### src/rtl/psup_pkg.sv
package psup_pkg;

  typedef enum logic [2:0] {
    ST_OFF,
    ST_RUN,
    ST_HIC_DROP,
    ST_HIC_REARM,
    ST_LATCH
  } supState_t;

  // control -> datapath: counter clear strobes
  typedef struct packed {
    logic olpClr;
    logic loadClr;
  } cntCtl_t;

  // datapath -> control: debounced trips
  typedef struct packed {
    logic vddOv;
    logic detOv;
    logic rtTrip;
    logic olp;
    logic vinLow;
    logic pfcOff;
    logic pfcOn;
  } trip_t;

  localparam int NUM_DEB = 6;
  localparam int IDX_VDDOV  = 0;
  localparam int IDX_DETOV  = 1;
  localparam int IDX_OLP    = 2;
  localparam int IDX_VINLOW = 3;
  localparam int IDX_PFCOFF = 4;
  localparam int IDX_PFCON  = 5;

endpackage

### src/rtl/psup_debounce.sv
module psup_debounce #(
  parameter int LIMIT = 4
) (
  input  logic clk,
  input  logic rstN,
  input  logic flag,
  input  logic clr,
  output logic done
);
  localparam int CW = (LIMIT > 2) ? $clog2(LIMIT) : 1;
  localparam logic [CW-1:0] TOP = CW'(LIMIT - 1);

  logic [CW-1:0] cnt;

  always_ff @(posedge clk) begin
    if (!rstN)               cnt <= '0;
    else if (clr || !flag)   cnt <= '0;
    else if (cnt != TOP)     cnt <= cnt + 1'b1;
  end

  assign done = flag && (cnt == TOP);

  // a completed count always needs the flag on the previous edge too
  a_r12_done_needs_history: assert property (@(posedge clk) disable iff (!rstN)
    done |-> $past(flag));
  // a low flag restarts the count, so no trip can follow directly
  a_r12_low_restarts: assert property (@(posedge clk) disable iff (!rstN)
    !flag |=> !done);

endmodule

### src/rtl/psup_datapath.sv
module psup_datapath
  import psup_pkg::*;
#(
  parameter int VDD_OVP_CYC = 150,
  parameter int DET_OVP_CYC = 150,
  parameter int RT_FAST_CYC = 110,
  parameter int RT_SLOW_CYC = 10000,
  parameter int FB_OLP_CYC  = 50000,
  parameter int VIN_BO_CYC  = 100000,
  parameter int PFC_OFF_CYC = 500000,
  parameter int PFC_ON_CYC  = 2500
) (
  input  logic    clk,
  input  logic    rstN,
  input  logic    vddOvLvl,
  input  logic    detOvLvl,
  input  logic    rtLatchLvl,
  input  logic    rtFastLvl,
  input  logic    fbOpenLvl,
  input  logic    vinLowLvl,
  input  logic    fbPfcOffLvl,
  input  logic    fbPfcOnLvl,
  input  cntCtl_t ctl,
  output trip_t   trip
);
  localparam int LIM [NUM_DEB] = '{VDD_OVP_CYC, DET_OVP_CYC, FB_OLP_CYC,
                                   VIN_BO_CYC, PFC_OFF_CYC, PFC_ON_CYC};
  localparam int RCW = $clog2(RT_SLOW_CYC);
  localparam logic [RCW-1:0] RT_TOP  = RCW'(RT_SLOW_CYC - 1);
  localparam logic [RCW-1:0] RT_FTOP = RCW'(RT_FAST_CYC - 1);

  logic [NUM_DEB-1:0] flagVec, clrVec, doneVec;

  always_comb begin
    flagVec = '0;
    flagVec[IDX_VDDOV]  = vddOvLvl;
    flagVec[IDX_DETOV]  = detOvLvl;
    flagVec[IDX_OLP]    = fbOpenLvl;
    flagVec[IDX_VINLOW] = vinLowLvl;
    flagVec[IDX_PFCOFF] = fbPfcOffLvl;
    flagVec[IDX_PFCON]  = fbPfcOnLvl;
    clrVec = '0;
    clrVec[IDX_OLP]     = ctl.olpClr;
    clrVec[IDX_PFCOFF]  = ctl.loadClr;
    clrVec[IDX_PFCON]   = ctl.loadClr;
  end

  for (genvar g = 0; g < NUM_DEB; g++) begin : g_deb
    psup_debounce #(.LIMIT(LIM[g])) deb_i (
      .clk  (clk),
      .rstN (rstN),
      .flag (flagVec[g]),
      .clr  (clrVec[g]),
      .done (doneVec[g])
    );
  end

  // two-window thermistor filter: one counter, two compare points
  logic [RCW-1:0] rtCnt;
  always_ff @(posedge clk) begin
    if (!rstN)              rtCnt <= '0;
    else if (!rtLatchLvl)   rtCnt <= '0;
    else if (rtCnt != RT_TOP) rtCnt <= rtCnt + 1'b1;
  end

  always_comb begin
    trip.vddOv  = doneVec[IDX_VDDOV];
    trip.detOv  = doneVec[IDX_DETOV];
    trip.olp    = doneVec[IDX_OLP];
    trip.vinLow = doneVec[IDX_VINLOW];
    trip.pfcOff = doneVec[IDX_PFCOFF];
    trip.pfcOn  = doneVec[IDX_PFCON];
    trip.rtTrip = rtLatchLvl && ((rtCnt == RT_TOP) || (rtFastLvl && rtCnt >= RT_FTOP));
  end

  // the thermistor trip needs the latch level on this and the previous edge
  a_r6_rt_needs_level: assert property (@(posedge clk) disable iff (!rstN)
    trip.rtTrip |-> rtLatchLvl && $past(rtLatchLvl));

endmodule

### src/rtl/psup_control.sv
module psup_control
  import psup_pkg::*;
(
  input  logic    clk,
  input  logic    rstN,
  input  logic    pwrRemoved,
  input  logic    vddOnLvl,
  input  logic    vddPwmOffLvl,
  input  logic    invLowLvl,
  input  logic    vinRearmLvl,
  input  trip_t   trip,
  output cntCtl_t ctl,
  output logic    pfcEn,
  output logic    pwmEn,
  output logic    faultLatched,
  output logic    hiccup,
  output logic    brownout
);
  supState_t state, stateNxt;
  logic loadOk, brownReg;
  logic latchHit, restartOk;

  assign latchHit  = trip.vddOv || trip.detOv || trip.rtTrip;
  assign restartOk = vddOnLvl && !vddPwmOffLvl && (!brownReg || vinRearmLvl);

  always_comb begin
    stateNxt = state;
    if (pwrRemoved)    stateNxt = ST_OFF;
    else if (latchHit) stateNxt = ST_LATCH;
    else begin
      case (state)
        ST_OFF:       if (restartOk) stateNxt = ST_RUN;
        ST_RUN: begin
          if (invLowLvl || trip.olp) stateNxt = ST_HIC_DROP;
          else if (vddPwmOffLvl)     stateNxt = ST_OFF;
        end
        ST_HIC_DROP:  if (vddPwmOffLvl) stateNxt = ST_HIC_REARM;
        ST_HIC_REARM: if (restartOk)    stateNxt = ST_RUN;
        ST_LATCH:     stateNxt = ST_LATCH;
        default:      stateNxt = ST_OFF;
      endcase
    end
  end

  always_ff @(posedge clk) begin
    if (!rstN) begin
      state    <= ST_OFF;
      loadOk   <= 1'b1;
      brownReg <= 1'b0;
    end else begin
      state <= stateNxt;
      if (state != ST_RUN)            loadOk <= 1'b1;
      else if (loadOk && trip.pfcOff) loadOk <= 1'b0;
      else if (!loadOk && trip.pfcOn) loadOk <= 1'b1;
      if (pwrRemoved)       brownReg <= 1'b0;
      else if (trip.vinLow) brownReg <= 1'b1;
      else if (state != ST_RUN && stateNxt == ST_RUN) brownReg <= 1'b0;
    end
  end

  always_comb begin
    ctl.olpClr  = (state != ST_RUN);
    ctl.loadClr = (state != ST_RUN) || (loadOk ? trip.pfcOff : trip.pfcOn);
  end

  assign pwmEn        = (state == ST_RUN);
  assign pfcEn        = (state == ST_RUN) && loadOk;
  assign faultLatched = (state == ST_LATCH);
  assign hiccup       = (state == ST_HIC_DROP) || (state == ST_HIC_REARM);
  assign brownout     = brownReg;

  // a latch survives everything except power removal
  a_r7_latch_sticky: assert property (@(posedge clk) disable iff (!rstN)
    faultLatched && !pwrRemoved |=> faultLatched);
  // no gate runs while latched
  a_r7_latch_silent: assert property (@(posedge clk) disable iff (!rstN)
    faultLatched |-> !pwmEn && !pfcEn);
  // the PFC stage never runs without the flyback stage
  a_r11_pfc_needs_pwm: assert property (@(posedge clk) disable iff (!rstN)
    pfcEn |-> pwmEn);
  // low PFC output sense stops switching on the next edge
  a_r9_inv_stops: assert property (@(posedge clk) disable iff (!rstN)
    pwmEn && invLowLvl |=> !pwmEn);
  // no restart while brownout is held and the line is not re-armed
  a_r10_restart_gated: assert property (@(posedge clk) disable iff (!rstN)
    !pwmEn && brownout && !vinRearmLvl |=> !pwmEn);
  // power removal wins over everything
  a_r13_power_removal: assert property (@(posedge clk) disable iff (!rstN)
    pwrRemoved |=> !faultLatched && !pwmEn && !hiccup);

endmodule

### src/rtl/psup_top.sv
module psup_top
  import psup_pkg::*;
#(
  parameter int VDD_OVP_CYC = 150,
  parameter int DET_OVP_CYC = 150,
  parameter int RT_FAST_CYC = 110,
  parameter int RT_SLOW_CYC = 10000,
  parameter int FB_OLP_CYC  = 50000,
  parameter int VIN_BO_CYC  = 100000,
  parameter int PFC_OFF_CYC = 500000,
  parameter int PFC_ON_CYC  = 2500
) (
  input  logic clk,
  input  logic rstN,
  input  logic pwrRemoved,
  input  logic vddOnLvl,
  input  logic vddPwmOffLvl,
  input  logic vddOvLvl,
  input  logic detOvLvl,
  input  logic rtLatchLvl,
  input  logic rtFastLvl,
  input  logic fbOpenLvl,
  input  logic vinLowLvl,
  input  logic vinRearmLvl,
  input  logic invLowLvl,
  input  logic fbPfcOffLvl,
  input  logic fbPfcOnLvl,
  output logic pfcEn,
  output logic pwmEn,
  output logic faultLatched,
  output logic hiccup,
  output logic brownout
);
  cntCtl_t ctl;
  trip_t   trip;

  psup_datapath #(
    .VDD_OVP_CYC (VDD_OVP_CYC), .DET_OVP_CYC (DET_OVP_CYC),
    .RT_FAST_CYC (RT_FAST_CYC), .RT_SLOW_CYC (RT_SLOW_CYC),
    .FB_OLP_CYC  (FB_OLP_CYC),  .VIN_BO_CYC  (VIN_BO_CYC),
    .PFC_OFF_CYC (PFC_OFF_CYC), .PFC_ON_CYC  (PFC_ON_CYC)
  ) dp_i (
    .clk (clk), .rstN (rstN),
    .vddOvLvl (vddOvLvl), .detOvLvl (detOvLvl),
    .rtLatchLvl (rtLatchLvl), .rtFastLvl (rtFastLvl),
    .fbOpenLvl (fbOpenLvl), .vinLowLvl (vinLowLvl),
    .fbPfcOffLvl (fbPfcOffLvl), .fbPfcOnLvl (fbPfcOnLvl),
    .ctl (ctl), .trip (trip)
  );

  psup_control ctrl_i (
    .clk (clk), .rstN (rstN),
    .pwrRemoved (pwrRemoved), .vddOnLvl (vddOnLvl),
    .vddPwmOffLvl (vddPwmOffLvl), .invLowLvl (invLowLvl),
    .vinRearmLvl (vinRearmLvl), .trip (trip), .ctl (ctl),
    .pfcEn (pfcEn), .pwmEn (pwmEn), .faultLatched (faultLatched),
    .hiccup (hiccup), .brownout (brownout)
  );

endmodule

### config.mk
export PLATFORM = sky130hd
export DESIGN_NAME = psup_top
export DESIGN_NICKNAME = d
export VERILOG_FILES = /design/src/rtl/psup_pkg.sv /design/src/rtl/psup_debounce.sv /design/src/rtl/psup_datapath.sv /design/src/rtl/psup_control.sv /design/src/rtl/psup_top.sv
export SDC_FILE = /design/constraint.sdc
export NUM_CORES = 1
export LEC_CHECK = 0
export ABC_AREA = 1
export BUFFER_PORTS_ARGS = -buffer_cell sky130_fd_sc_hd__buf_2
export CAP_MARGIN = 10
export CELL_PAD_IN_SITES_DETAIL_PLACEMENT = 2
export CELL_PAD_IN_SITES_GLOBAL_PLACEMENT = 2
export CORE_MARGIN = 1.5
export CORE_UTILIZATION = 36
export CTS_BUF_LIST = sky130_fd_sc_hd__clkbuf_16
export CTS_CLUSTER_SIZE = 14
export DETAILED_ROUTE_END_ITERATION = 8
export PLACE_DENSITY = 0.86
export SYNTH_ARGS = -nofsm -noshare
export SYNTH_HDL_FRONTEND = slang
export SYNTH_SLANG_ARGS = --single-unit
### constraint.sdc
create_clock -name clk -period 1.8 [get_ports clk]
set_input_delay 0.54 -clock clk [delete_from_list [all_inputs] [get_ports clk]]
set_output_delay 0.54 -clock clk [all_outputs]
set_load 0.01 [all_outputs]
==> results.sh, run 1 <==
export IMPL_end_kind="output port"
export IMPL_reg2reg_from="dp_i.g_deb[2].deb_i.cnt[1]"
export IMPL_grt_pass1_vias=5191
export IMPL_syn_area_per_cell_um2=7.33
export IMPL_crit_chain="or2_4 > nor2_4 > buf_6"
export IMPL_final_seq_area_um2=1990
export IMPL_start_kind="flop"
export IMPL_worstPathArrival_ns=1.22
export IMPL_globalplace_congestion=0.751
export IMPL_clockBufferDepth=2
export IMPL_syn_instance_count=680
export IMPL_n_fill_cell=1582
export IMPL_reg2reg_to="dp_i.g_deb[2].deb_i.cnt[12]"
export IMPL_clock_sinks=99
export IMPL_setup_viol=0
export IMPL_slowest_stage="dfxtp_2"
export IMPL_hold_viol_final=0
export IMPL_io_buffers=19
export IMPL_pwr_density_cell_nw_per_um2=719
export IMPL_ant_nets=0
export IMPL_grt_pass1_wl_mm=24.7
export IMPL_core_area_um2=13400
export IMPL_ioPinCount=20
export IMPL_wl_per_cell_um=16.3
export IMPL_cts_buffers=9
export IMPL_slew_viol_final=0
export IMPL_async_flop_share_pct=0
export IMPL_drv_cap=0
export IMPL_status="complete, no violations"
export IMPL_tightestPinTransition_ns=0.435
export IMPL_rsz0062_at_grt="yes"
export IMPL_grt_use_total_pct=21.2
export IMPL_viasPerCell=5.18
export IMPL_layout_commonest_cell="nand2_1"
export IMPL_fin_nets=743
export IMPL_hold_slack_ns=0.469
export IMPL_skew_ns=0.00731
export IMPL_required_ns=1.26
export IMPL_synth_seq_cells=99
export IMPL_die_x_um=121
export IMPL_grt_max_degree=20
export IMPL_initial_utilization_pct=37.2
export IMPL_design_power_total_mw=4.09
export IMPL_vdd_ir_drop_max_mv=0.397
export IMPL_htreeDepth=3
export IMPL_hold_depth=2
export IMPL_final_cell_mix="127 x nand2_1, 96 x dfxtp_1, 94 x inv_1, 64 x nor2_1, 53 x a21oi_1"
export IMPL_p_leak_nw=1.99
export IMPL_post_route_drc_count=0
export IMPL_clockRootBuffer="clkbuf_16"
export IMPL_synth_ff_type="dfxtp_1"
export IMPL_critPathKind="reg -> out"
export IMPL_clk_pin_slew_ns=0.07
export IMPL_syn_area_um2=4980
export IMPL_dieArea_um2=14600
export IMPL_hp_class="reg -> reg"
export IMPL_worstHoldStart="dp_i.g_deb[2].deb_i.cnt[9]"
export IMPL_clock_latency_ns=0.36
export IMPL_r2r_slack_ns=0.11
export IMPL_synth_edf_count=0
export IMPL_drt_initial_drc_count=142
export IMPL_relSlewSlack_pct=70.9
export IMPL_worstHoldEndpoint="dp_i.g_deb[2].deb_i.cnt[9]"
export IMPL_dr_pass1_iters=4
export IMPL_wirelength_mm=14.6
export IMPL_area_growth_pct=14.2
export IMPL_rows=42
export IMPL_crit_fanout=4
export IMPL_fmax_mhz=567
export IMPL_vias=4650
export IMPL_ys_warn_count=0
export IMPL_synth_nets=706
export IMPL_antenna_found_initial=0
export IMPL_synth_seq_area_share_pct=39.8
export IMPL_min_period_ns=1.76
export IMPL_reg2reg_depth=7
export IMPL_hpwl_mm=10.9
export IMPL_grt_ovfl_total=0
export IMPL_postCtsHoldBufs=0
export IMPL_die_height_um=121
export IMPL_n_antenna_cell=0
export IMPL_multi_input_area_um2=2680
export IMPL_drive_gt1_share_pct=15.0
export IMPL_cts_tree="done"
export IMPL_final_period_utilization_pct=98.0
export IMPL_cpPeakStageDelay_ns=0.36
export IMPL_synth_distinct_cells=39
## report_power, final
| part | internal [mW] | switching, mW |
|---|---|---|
| combinational | 0.0429 | 0.0767 |
| clock | 0.907 | 0.855 |
| sequential | 2.20 | 0.0125 |
| total | 3.15 | 0.944 |
## state kept, by name, indices dropped and copies added (netlist names)
signal	count
ctrl_i.state	3
ctrl_i.brownout	1
ctrl_i.loadOk	1
dp_i.rtCnt	14
dp_i.g_deb.deb_i.cnt	80
## timing repair
action / in CTS / in global routing
hold endpoints to repair: 0 / 0
gates resized for setup: 9 / 20
pin swaps: 0 / 2
setup buffers: 0 / 1
setup endpoints to repair: 6 / 34
gates cloned: 0 / 0
## through the flow
step	cell area [µm²]	worst slack [ns]	util (%)	setup TNS (ns)	std cells
after floorplan	4980	0.172	-	0	680
after global placement	5340	0.109	39.9	0	881
after detailed placement	5340	-0.0635	39.9	-0.0635	881
after CTS	5620	0.00155	41.9	0	896
after global routing	5690	-0.0641	42.5	-0.193	897
final	5690	0.0352	42.5	0	897
## Yosys cell counts (4+ instances only)
| master | n | area share [%] |
|---|---|---|
| ha_1 | 11 | 2.8 |
| nor3_2 | 5 | 1.0 |
| xor2_1 | 21 | 3.7 |
| nor2_1 | 70 | 5.3 |
| a21oi_1 | 55 | 5.5 |
| or2_2 | 10 | 1.3 |
| dfxtp_1 | 99 | 40 |
| nor2_2 | 15 | 1.9 |
| inv_2 | 4 | 0.30 |
| a31oi_1 | 6 | 0.75 |
| nand2_1 | 127 | 9.6 |
| nand3_1 | 42 | 4.2 |
| xnor2_1 | 11 | 1.9 |
| nor4_1 | 9 | 1.1 |
| inv_1 | 95 | 7.2 |
| nor3_1 | 21 | 2.1 |
| o21ai_0 | 26 | 2.6 |
| nand4_1 | 17 | 2.1 |
| nor3b_1 | 4 | 0.60 |
## final cells by class
cell class,count,area share (%)
well taps,176,3.87
clock inverters,6,0.439
inverters,99,6.57
repair buffers,30,3.23
flip-flops and latches,99,34.9
clock buffers,9,3.96
multi-input cells,478,47.1
## kinds of logic after synthesis
group	after synthesis	share of synthesized area (%)
and+or+nand+nor	338	33.3
buffers and inverters	103	8.16
DFF	99	39.8
AOI/OAI and AO/OA	97	10.4
xor gates and xnor gates	32	5.62
adders and majority gates	11	2.76
## worst max path at each step
stage / startpoint / to / slack (ns) / cells past startpoint
after global placement: dp_i.g_deb[3].deb_i.cnt[0] / dp_i.g_deb[3].deb_i.cnt[4] / 0.11 / 10
after detailed placement: dp_i.rtCnt[1] / ctrl_i.state[2] / -0.06 / 12
after floorplan: dp_i.g_deb[4].deb_i.cnt[0] / dp_i.g_deb[4].deb_i.cnt[17] / 0.17 / 7
final: ctrl_i.state[0] / faultLatched / 0.04 / 3
after CTS: ctrl_i.state[2] / pfcEn / 0.002 / 4
after global routing: dp_i.rtCnt[0] / dp_i.rtCnt[12] / -0.06 / 9
## per-layer routing
metal	vias up	track usage [%]	wire (µm)
met4	0	5.88	209
met5	-	0	0
li1	2296	-	-
met1	2290	24.1	6370
met2	47	39.9	7690
met3	17	4.25	335
## critical path, delay by kind of cell, from the launching register on
kind,cells,cell delay [ns]
flops,1,0.36
buf+inv,1,0.12
simple gates,2,0.40
Note: power is estimated with default switching activity, not from simulation.
==> run 2, diff against run 1 <==
==> constraint.sdc (replaced) <==
create_clock -name clk -period 1.8 [get_ports clk]
set_input_delay 0.27 -clock clk [delete_from_list [all_inputs] [get_ports clk]]
set_output_delay 0.27 -clock clk [all_outputs]
set_load 0.01 [all_outputs]
==> run 2 against run 1 <==
Against the previous run: final cell count up 0.45%; sequential power about the same; largest power group unchanged; setup slack better by 0.056 ns; critical endpoint is now dp_i.g_deb[4].deb_i.cnt[4]; die area unchanged; via count up 0.19%; power up 5.3%; critical path depth up 4; count of clock-buffer cells in the layout unchanged.
==> results.sh, run 2 (synthesis results as in run 1) <==
export IMPL_status="complete, no violations"
export IMPL_hold_slack_ns=0.190
export IMPL_stdcell_count=901
export IMPL_cp_common_cell="nand3_4"
export IMPL_finalWorstSetupSlack_ns=0.0911
export IMPL_htreeDepth=3
export IMPL_dr_pass1_iters=4
export IMPL_fin_util_pct=43.5
export IMPL_skew_ns=0.00615
export IMPL_fmax_mhz=585
export IMPL_final_area_um2=5820
export IMPL_die_x_um=121
export IMPL_hp_class="in -> reg"
export IMPL_wl_per_cell_um=17.0
export IMPL_reg_top3="dp_i.g_deb.deb_i.cnt x80, dp_i.rtCnt x14, ctrl_i.state x3"
export IMPL_slowest_stage="dfxtp_1"
export IMPL_cpPeakStageDelay_ns=0.38
export IMPL_end_kind="flop"
export IMPL_post_route_drc_count=0
export IMPL_hold_viol_final=0
export IMPL_pre_cts_ws_ns=-0.0721
export IMPL_core_area_um2=13400
export IMPL_clock_sinks=99
export IMPL_largest_reg_flops=80
export IMPL_setup_viol=0
export IMPL_vdd_ir_drop_max_mv=0.715
export IMPL_drive_gt1_share_pct=16.9
export IMPL_relSlewSlack_pct=70.4
export IMPL_drt_initial_drc_count=133
export IMPL_clockBufferDepth=2
export IMPL_wirelength_mm=15.3
export IMPL_layout_commonest_cell="nand2_1"
export IMPL_pwr_density_cell_nw_per_um2=740
export IMPL_start_kind="flop"
export IMPL_viasPerCell=5.17
export IMPL_grt_max_degree=17
export IMPL_antenna_found_initial=0
export IMPL_r2r_slack_ns=0.09
export IMPL_cts_buffers=9
export IMPL_clk_pin_slew_ns=0.07
export IMPL_min_period_ns=1.71
export IMPL_hpwl_mm=11.2
export IMPL_grt_pass1_vias=5376
export IMPL_drv_cap=0
export IMPL_p_leak_nw=2.02
export IMPL_clockRootBuffer="clkbuf_16"
export IMPL_grt_ovfl_total=0
export IMPL_area_growth_pct=16.8
export IMPL_slew_viol_final=0
export IMPL_required_ns=2.04
export IMPL_ant_nets=0
export IMPL_ioPinCount=20
export IMPL_die_height_um=121
export IMPL_final_cell_mix="126 x nand2_1, 95 x inv_1, 89 x dfxtp_1, 67 x nor2_1, 53 x a21oi_1"
export IMPL_fin_nets=745
export IMPL_worstPathArrival_ns=1.95
export IMPL_design_power_total_mw=4.31
export IMPL_fin_tns_setup_ns=0
export IMPL_placedInstanceArea_um2=5350
export IMPL_final_period_utilization_pct=94.9
export IMPL_critPathKind="reg -> reg"
export IMPL_globalplace_congestion=0.755
export IMPL_vias=4659
export IMPL_initial_utilization_pct=37.2
export IMPL_clock_latency_ns=0.36
export IMPL_crit_fanout=9
export IMPL_grt_pass1_wl_mm=25.7
export IMPL_crit_chain="ha_2 > nand3_4 > nor3_4 > nand4_4 > nand3_4 > buf_12 > a21oi_1"
export IMPL_grt_use_total_pct=22.5
export IMPL_top_register="dp_i.g_deb.deb_i.cnt"
export IMPL_cts_tree="done"
export IMPL_tightestPinTransition_ns=0.440
export IMPL_dp_cells=882
export IMPL_rows=42
export IMPL_io_buffers=19
export IMPL_dieArea_um2=14600
-- run 2: cell types whose count changed in the layout (fill, tap and decap cells not counted), moves of 4 or more --
cell	previous run	this run
dfxtp_2	3	9
ha_1	11	7
nor2_2	19	15
dfxtp_1	96	89
-- run 2: repair_timing --
item,CTS,global route
gates resized for setup,2,36
buffers inserted,2,0
gates cloned,0,0
endpoints found under the setup margin,13,53
pin swaps,1,5
hold buffers,0,0
-- run 2: final timing paths --
check / from / to / cells past startpoint
max: dp_i.g_deb[4].deb_i.cnt[0] / dp_i.g_deb[4].deb_i.cnt[4] / 7
min: vinLowLvl / ctrl_i.brownout / 3
max reg2reg: dp_i.g_deb[4].deb_i.cnt[0] / dp_i.g_deb[4].deb_i.cnt[4] / 7
min reg2reg: dp_i.g_deb[2].deb_i.cnt[9] / dp_i.g_deb[2].deb_i.cnt[9] / 2
-- run 2: critical path: cells and delay by family, from the launching register on --
family	cells	cell delay, ns
AO/OA/AOI/OAI	1	0.05
adder cells (fa/ha/maj)	1	0.25
buffers and inverters	1	0.14
flip-flops	1	0.38
AND/OR/NAND/NOR	4	0.76
-- run 2: area by class of cell --
class                           count  area (µm²)
Antenna cell                        1        2.50
Clock buffer                        9         225
Clock inverter                      7        67.6
Fill cell                        1605        7580
Inverter                           99         372
Multi-Input combinational cell    478        2720
Sequential cell                    99        2000
Tap cell                          176         220
Timing Repair Buffer               32         218
-- run 2: layer usage --
metal | wire length [µm] | up-vias | track usage, %
met5 | 0 | - | 0
met4 | 311 | 0 | 6.69
met3 | 423 | 24 | 5.75
met2 | 8330 | 45 | 44.1
met1 | 6220 | 2300 | 23.3
li1 | - | 2290 | -
-- run 2: where the power goes --
part | switching, mW | total (mW) | internal, mW
clock network | 0.905 | 1.98 | 1.07
registers | 0.0130 | 2.21 | 2.20
logic | 0.0778 | 0.121 | 0.0436
total | 0.996 | 4.31 | 3.32
==> run 3, diff against run 2 <==
--- a/config.mk
+++ b/config.mk
@@ -5,17 +5,16 @@
 export SDC_FILE = /design/constraint.sdc
 export NUM_CORES = 1
 export LEC_CHECK = 0
-export ABC_AREA = 1
 export BUFFER_PORTS_ARGS = -buffer_cell sky130_fd_sc_hd__buf_2
 export CAP_MARGIN = 10
 export CELL_PAD_IN_SITES_DETAIL_PLACEMENT = 2
 export CELL_PAD_IN_SITES_GLOBAL_PLACEMENT = 2
 export CORE_MARGIN = 1.5
-export CORE_UTILIZATION = 36
+export CORE_UTILIZATION = 38
 export CTS_BUF_LIST = sky130_fd_sc_hd__clkbuf_16
 export CTS_CLUSTER_SIZE = 14
 export DETAILED_ROUTE_END_ITERATION = 8
-export PLACE_DENSITY = 0.86
+export PLACE_DENSITY = 0.85
 export SYNTH_ARGS = -nofsm -noshare
 export SYNTH_HDL_FRONTEND = slang
 export SYNTH_SLANG_ARGS = --single-unit
==> run 3 against run 2 <==
Against the previous run: the flow now finishes with violations (negative setup slack); first-iteration DRC count increased by 130%; via count shrank 4.0%; wire length rose by 37%; clock power increased by 10%; largest cell class unchanged; sequential share of layout area is 0.64 points lower; die area fell by 12%; largest power group unchanged.
==> results.sh, run 3 <==
export IMPL_synth_most_common_cell="dfxtp_1"
export IMPL_worstPathArrival_ns=2.31
export IMPL_critPathKind="reg -> reg"
export IMPL_synth_nets=555
export IMPL_wirelength_mm=20.9
export IMPL_final_cell_mix="83 x dfxtp_1, 81 x nor2_1, 47 x xor2_1, 41 x buf_4, 39 x nand2_1"
export IMPL_ant_nets=0
export IMPL_globalplace_congestion=0.783
export IMPL_vdd_ir_drop_max_mv=0.419
export IMPL_end_kind="flop"
export IMPL_n_antenna_cell=0
export IMPL_die_height_um=114
export IMPL_grt_use_total_pct=28.9
export IMPL_fin_tns_setup_ns=-3.32
export IMPL_post_route_drc_count=0
export IMPL_syn_instance_count=529
export IMPL_synth_fa_ha_area_share_pct=2.97
export IMPL_dieArea_um2=12900
export IMPL_synth_common_cells="99 x dfxtp_1, 93 x nor2_1, 49 x xor2_1"
export IMPL_skew_ns=0.0150
export IMPL_rows=40
export IMPL_clockRootBuffer="clkbuf_16"
export IMPL_synth_top_family_by_area="simple AND/OR/NAND/NOR gates"
export IMPL_grt_max_degree=18
export IMPL_cts_buffers=9
export IMPL_ioPinCount=20
export IMPL_synth_distinct_cells=54
export IMPL_fmax_mhz=486
export IMPL_top_register="dp_i.g_deb.deb_i.cnt"
export IMPL_fin_util_pct=49.9
export IMPL_largest_reg_flops=80
export IMPL_status="finished with violations"
export IMPL_slew_viol_final=0
export IMPL_reg_top3="dp_i.g_deb.deb_i.cnt x80, dp_i.rtCnt x14, ctrl_i.state x3"
export IMPL_drt_initial_drc_count=310
export IMPL_clk_pin_slew_ns=0.08
export IMPL_min_period_ns=2.06
export IMPL_grt_pass1_vias=4843
export IMPL_htreeDepth=3
export IMPL_synthSimpleGateAreaFrac_pct=30.3
export IMPL_dr_pass1_iters=4
export IMPL_initial_utilization_pct=38.8
export IMPL_rsz0062_at_grt="yes"
export IMPL_syn_area_per_cell_um2=8.77
export IMPL_grt_pass1_wl_mm=28.3
export IMPL_grt_ovfl_total=0
export IMPL_io_buffers=19
export IMPL_p_leak_nw=2.10
export IMPL_async_flop_share_pct=0
export IMPL_clock_sinks=99
export IMPL_synth_edf_count=0
export IMPL_synth_seq_cells=99
export IMPL_hp_class="in -> reg"
export IMPL_synth_xor_area_share_pct=13.8
export IMPL_clock_latency_ns=0.37
export IMPL_cts_tree="done"
export IMPL_ys_warn_count=0
export IMPL_drv_cap=0
export IMPL_crit_fanout=4
export IMPL_wl_per_cell_um=28.0
export IMPL_yosysTopAreaCell="dfxtp_1"
export IMPL_hpwl_mm=9.80
export IMPL_syn_area_um2=4640
export IMPL_violations="negative setup slack"
export IMPL_final_period_utilization_pct=114
export IMPL_vias=4472
export IMPL_fin_nets=621
export IMPL_synth_mux_area_share_pct=1.29
export IMPL_antenna_found_initial=0
export IMPL_start_kind="flop"
export IMPL_postCtsHoldBufs=0
export IMPL_core_area_um2=12000
export IMPL_synth_seq_area_share_pct=42.7
export IMPL_drive_gt1_share_pct=28.7
export IMPL_tightestPinTransition_ns=0.742
export IMPL_viasPerCell=5.99
export IMPL_synth_ff_type="dfxtp_1"
export IMPL_required_ns=2.06
export IMPL_relSlewSlack_pct=50.4
export IMPL_synth_area_top_cells="dfxtp_1 43%, xor2_1 9.2%, nor2_1 7.5%, xnor2_1 4.5%, nand3_1 3.3%"
export IMPL_finalWorstSetupSlack_ns=-0.256
export IMPL_hold_viol_final=0
export IMPL_synth_top_area_share_pct=42.7
export IMPL_layout_commonest_cell="dfxtp_1"
export IMPL_synth_compound_area_share_pct=5.69
export IMPL_area_growth_pct=28.7
export IMPL_die_x_um=114
export IMPL_setup_viol=30
export IMPL_clockBufferDepth=2
export IMPL_pwr_density_cell_nw_per_um2=762
==> run 3: area by class of cell <==
cell class              instances  area (µm²)
clock buffers                   9         225
clock inverters                 7        92.6
fillers                      1250        5990
inverters                      13        48.8
multi-input cells             403        2870
flip-flops and latches         99        2010
well taps                     147         184
repair buffers                 69         544
==> run 3: routing by layer <==
layer / track usage, % / share of wire, % / vias to the layer above
li1: - / - / 1967
met1: 32.2 / 40 / 2318
met2: 53.6 / 53 / 137
met3: 4.89 / 3.5 / 50
met4: 13.4 / 3.7 / 0
met5: 0 / 0 / -
==> run 3: kinds of logic after synthesis <==
group                      Yosys count
buffers and inverters               28
adders and majority gates           11
AOI/OAI and AO/OA                   42
DFF                                 99
muxes                                6
xor gates and xnor gates            73
and+or+nand+nor                    270
==> run 3: power by group <==
group / total (mW) / switching [mW] / leakage [nW] / internal (mW)
sequential: 2.21 / 0.0159 / 0.807 / 2.20
combinational: 0.156 / 0.0953 / 1.15 / 0.0603
clock: 2.18 / 0.965 / 0.147 / 1.22
total: 4.55 / 1.08 / 2.10 / 3.47
==> run 3: critical path, stage by stage (launching register included) <==
cell and delay, ns:
dfxtp_4 0.38, inv_1 0.06, ha_1 0.18, nand4bb_1 0.14
nor3_2 0.08, a222oi_1 0.52, buf_4 0.21, and2_4 0.15
nor4bb_4 0.23
==> run 3: what timing repair did <==
| action | CTS | global route |
|---|---|---|
| endpoints found under the setup margin | 45 | 62 |
| resized for setup | 32 | 60 |
| buffers inserted | 9 | 9 |
| pin swaps | 13 | 20 |
| gates cloned | 1 | 2 |
==> run 3: metrics by stage <==
stage	hold slack [ns]	worst slack, ns	std cells	power [mW]	cell area, µm²
3_5_place_dp	0.506	-0.202	712	2.38	5100
2_1_floorplan	0.421	-0.0718	529	2.32	4670
3_3_place_gp	0.488	-0.0608	712	2.36	5100
5_1_grt	0.290	-0.348	747	4.64	5970
6_report	0.286	-0.256	747	4.55	5970
4_1_cts	0.243	-0.109	737	4.50	5650
==> run 3: final timing paths <==
check / startpoint / end / slack [ns] / cells past startpoint
min reg2reg: dp_i.g_deb[2].deb_i.cnt[12] / dp_i.g_deb[2].deb_i.cnt[12] / 0.53 / 2
max reg2reg: dp_i.g_deb[1].deb_i.cnt[1] / ctrl_i.state[1] / -0.26 / 8
max: dp_i.g_deb[1].deb_i.cnt[1] / ctrl_i.state[1] / -0.26 / 8
min: pwrRemoved / ctrl_i.state[2] / 0.29 / 3
